--- src/rtl/idx_bank_ctrl.sv ---
module idx_bank_ctrl #(
  parameter bit          ALT_CHR  = 1'b0,
  parameter logic [15:0] DEC_MASK = 16'hC101,
  parameter logic [15:0] IDX_PORT = 16'h4100,
  parameter logic [15:0] DAT_PORT = 16'h4101,
  parameter logic [15:0] WIN_LO   = 16'h4100,
  parameter logic [15:0] WIN_HI   = 16'h7FFF
) (
  input  logic        clk,
  input  logic        rst_n,
  input  logic        strap,
  input  logic [15:0] bus_addr,
  input  logic [7:0]  bus_wdata,
  input  logic        bus_we,
  input  logic        bus_re,
  input  logic [7:0]  open_bus,
  output logic [7:0]  rd_data,
  output logic [1:0]  prg_bank,
  output logic [3:0]  chr_bank,
  output logic [3:0]  nt_sel
);
  logic [7:0][2:0] regs;
  logic [2:0]      idx;
  logic [2:0]      wv;
  logic            in_win, hit_idx, hit_dat;
  logic [2:0]      cur;

  assign wv      = bus_wdata[2:0] | {strap, 2'b00};
  assign in_win  = (bus_addr >= WIN_LO) && (bus_addr <= WIN_HI);
  assign hit_idx = in_win && ((bus_addr & DEC_MASK) == IDX_PORT);
  assign hit_dat = in_win && ((bus_addr & DEC_MASK) == DAT_PORT);
  assign cur     = regs[idx];

  always_ff @(posedge clk or negedge rst_n) begin
    if (!rst_n) begin
      idx  <= '0;
      regs <= '0;
    end else if (bus_we) begin
      if (hit_idx) idx <= wv;
      if (hit_dat) regs[idx] <= wv;
    end
  end

  assign prg_bank = regs[5][1:0];

  generate
    if (ALT_CHR) begin : g_chr_alt
      assign chr_bank = {1'b0, regs[4][0], regs[6][1:0]};
    end else begin : g_chr_std
      assign chr_bank = {regs[6][1:0], regs[4][0], regs[2][0]};
    end
  endgenerate

  always_comb begin
    case (regs[7][2:1])
      2'd0:    nt_sel = 4'b1000;
      2'd1:    nt_sel = 4'b1100;
      2'd2:    nt_sel = 4'b1010;
      default: nt_sel = 4'b0000;
    endcase
  end

  always_comb begin
    rd_data = open_bus;
    if (bus_re && hit_dat) begin
      if (strap) rd_data = {open_bus[7:2], cur[1:0]};
      else       rd_data = {open_bus[7:3], cur};
    end
  end
endmodule


--- config.mk ---
export PLATFORM = sky130hd
export DESIGN_NAME = idx_bank_ctrl
export DESIGN_NICKNAME = d
export VERILOG_FILES = /design/src/rtl/idx_bank_ctrl.sv
export SDC_FILE = /design/constraint.sdc
export NUM_CORES = 1
export LEC_CHECK = 0
export ABC_CLOCK_PERIOD_IN_PS = 2000
export BUFFER_PORTS_ARGS = -buffer_cell sky130_fd_sc_hd__buf_2
export CORE_MARGIN = 5
export CORE_UTILIZATION = 35
export CTS_CLUSTER_SIZE = 24
export DETAILED_ROUTE_END_ITERATION = 12
export GPL_ROUTABILITY_DRIVEN = 0
export MAX_ROUTING_LAYER = met4
export SYNTH_ARGS = -nofsm -noshare
export SYNTH_HDL_FRONTEND = slang
export SYNTH_SLANG_ARGS = --single-unit
--- constraint.sdc ---
create_clock -name clk -period 2 [get_ports clk]
set_clock_uncertainty 0.2 [all_clocks]
set_input_delay 0.2 -clock clk [delete_from_list [all_inputs] [get_ports clk]]
set_output_delay 0.2 -clock clk [all_outputs]
set_load 0.01 [all_outputs]
==> results.json <==
{
  "cts_tree": "built",
  "grt_antenna_before_repair": 0,
  "r2r_cells": 4,
  "synth_seq_cells": 27,
  "synth_enable_flop_cells": 0,
  "finalHoldViolations": 0,
  "timing.setup.tns_ns": -0.468,
  "synth.yosys.seq_area_share_pct": 44.0,
  "finish.utilization_pct": 41.3,
  "initial_core_util_pct": 35.7,
  "report.final.setup_viol": 3,
  "timing.critical_path.required_ns": 1.60,
  "synth_warnings": 0,
  "timing.fmax_ghz": 0.461,
  "route.antenna.remaining_nets": 0,
  "dr.first_iter.drc_count": 28,
  "power_leakage_nw": 0.847,
  "wl_cell_um": 15.7,
  "hold_path.class": "input pin to flop",
  "power_per_cell_area_nw_per_um2": 821,
  "floorplan.io_pins": 55,
  "layout-drive-gt1-share_pct": 52.1,
  "async_sr_flop_fraction_pct": 100,
  "finalNonFillerCells": 198,
  "first_global_vias": 1102,
  "timing_max_transition_violations_final": 0,
  "vias_per_cell": 5.11,
  "floorplan.die_area_um2": 5810,
  "crit_end_category": "output pin",
  "grt_setup_unrepaired": "true",
  "post-route-period-util_pct": 108,
  "route.final.wire_length_mm": 3.12,
  "failed_checks": "negative setup slack",
  "cp.arrival_ns": 1.77,
  "avgSynthCellArea_um2": 12.1,
  "core_area_um2": 4290,
  "most_used_cells_in_the_layout_excluding_fill_and_tap_cells": "sky130_fd_sc_hd__mux2_2 (28), sky130_fd_sc_hd__buf_2 (26), sky130_fd_sc_hd__dfrtp_1 (25), sky130_fd_sc_hd__nand2_1 (9)",
  "postSynth.topFlopCell": "sky130_fd_sc_hd__dfrtp_1",
  "setup.worst_path.start_class": "flop",
  "clkSlewWorstSetupHoldPaths_ns": 0.08,
  "final_routed_drc_violation_total": 0,
  "global_route.overflow_total": 0,
  "layout_min_cycle_time_ns": 2.17,
  "chipWidth_um": 76.2,
  "grt_start_max_net_pins": 28,
  "dieHeight_um": 76.2,
  "via_count": 1011,
  "clk_root_buffer_cell": "sky130_fd_sc_hd__clkbuf_8",
  "cts_max_path_buffers": 2,
  "post_layout_net_count": 184,
  "maxCapViolations": 0,
  "commonest_non_fill_non_tap_cell_in_the_layout": "sky130_fd_sc_hd__mux2_2",
  "report.power.total_mw": 1.46,
  "tritoncts.num_buffers": 3,
  "timing.slew.headroom_pct": 60.2,
  "clock_sink_count": 27,
  "drt_pre_antenna_iters": 4,
  "post_place_cell_area_um2": 1620,
  "place_inst": 189,
  "crit_type": "flop to output pin",
  "grt_total_usage_pct": 11.4,
  "outcome": "complete, but fails checks",
  "timing.critical_path.fanout_max": 7,
  "synth.net_count": 164,
  "area_delta_synth_final_pct": 15.7,
  "synth.lib_cells_used.distinct": 28,
  "worst_ir_drop_vdd_uv": 295,
  "antenna_diode_count": 0,
  "tightestPinTransition_ns": 0.598,
  "clk_latency_ns": 0.26,
  "cts-htree-levels": 1,
  "fill_cells": 425,
  "core.rowCount": 24,
  "post-dp-hpwl_mm": 2.29,
  "synthesis.instances": 127,
  "portBuffers": 26,
  "synthesis.area_um2": 1530,
  "worstHoldPathCells": 2,
  "first_pass_grt_wire_length_mm": 5.31,
  "fin_area_um2": 1780,
  "postLayoutSetupSlackWorst_ns": -0.169
}
worst paths after layout:
path	endpoint	start	slack [ns]
max	rd_data[2]	idx[0]	-0.17
min	chr_bank[2]	bus_wdata[0]	0.08
max reg2reg	chr_bank[1]	idx[1]	0.22
min reg2reg	regs[10]	regs[10]	0.31
max in group asynchronous	idx[2]	rst_n	0.90
min in group asynchronous	chr_bank[1]	rst_n	0.27
worst max-delay path, stage by stage (launching register included):
cell and delay (ns):
sky130_fd_sc_hd__dfrtp_2 0.44, sky130_fd_sc_hd__buf_12 0.14, sky130_fd_sc_hd__nand2b_4 0.13, sky130_fd_sc_hd__mux4_2 0.48, sky130_fd_sc_hd__a41oi_2 0.16, sky130_fd_sc_hd__buf_2 0.16
cell usage after synthesis, types with 3 or more instances:
cell | number | area (µm²)
sky130_fd_sc_hd__mux2_2 | 28 | 315
sky130_fd_sc_hd__dfrtp_1 | 27 | 676
sky130_fd_sc_hd__buf_4 | 12 | 90.1
sky130_fd_sc_hd__nand2_1 | 9 | 33.8
sky130_fd_sc_hd__mux2i_1 | 5 | 50.1
sky130_fd_sc_hd__and4b_1 | 4 | 40.0
sky130_fd_sc_hd__nand4_1 | 4 | 25.0
sky130_fd_sc_hd__nor2b_1 | 4 | 25.0
sky130_fd_sc_hd__a31oi_1 | 3 | 18.8
sky130_fd_sc_hd__buf_2 | 3 | 15.0
sky130_fd_sc_hd__clkbuf_1 | 3 | 11.3
sky130_fd_sc_hd__mux4_2 | 3 | 67.6
sky130_fd_sc_hd__nand2b_1 | 3 | 18.8
power by group:
group          internal (mW)  switching (mW)  total (mW)
logic                  0.276           0.169       0.446
clock network          0.139           0.158       0.297
registers              0.634          0.0792       0.714
sequential cells by signal, summed over array words and instances, names as in the netlist:
| signal | flops |
|---|---|
| regs | 18 |
| chr_bank | 4 |
| idx | 3 |
| prg_bank | 2 |
cells by family after synthesis:
kind of cell	Yosys count	synth area share, %
muxes	37	29.0
and+or+nand+nor	33	13.4
DFF	27	44.0
buffers and inverters	21	9.87
AOI/OAI and AO/OA	8	3.51
other	1	0.244
what timing repair did:
action	in CTS	in global routing
pin swaps	2	2
gates cloned	2	0
endpoints found under the setup margin	3	3
endpoints found under the hold margin	27	0
setup buffers	2	0
hold buffers	1	0
gates resized for setup	6	1
metrics by stage:
step	setup WS, ns	hold WS, ns
after detailed placement	0.0246	0.0424
after floorplan	0.207	-0.296
after global placement	0.0934	0.0339
after global routing	-0.273	0.0965
after CTS	-0.177	0.0795
final	-0.169	0.0845
area by class of cell:
| cell class | instances | area (µm²) | area share [%] |
|---|---|---|---|
| clock inverter | 1 | 5.00 | 0.282 |
| sequential | 27 | 678 | 38.2 |
| inverter | 1 | 3.75 | 0.211 |
| tap | 52 | 65.1 | 3.66 |
| multi-input combinational | 79 | 729 | 41.1 |
| timing repair buffer | 35 | 253 | 14.2 |
| clock buffer | 3 | 41.3 | 2.33 |
per-layer routing:
metal	routed length [µm]	global-route usage, %	share of wire [%]
met5	0	-	0
met3	127	2.96	4.1
met2	1480	17.8	48
met1	1400	13.9	45
met4	104	5.24	3.3
No activity file was read; power rests on OpenSTA's default activity.
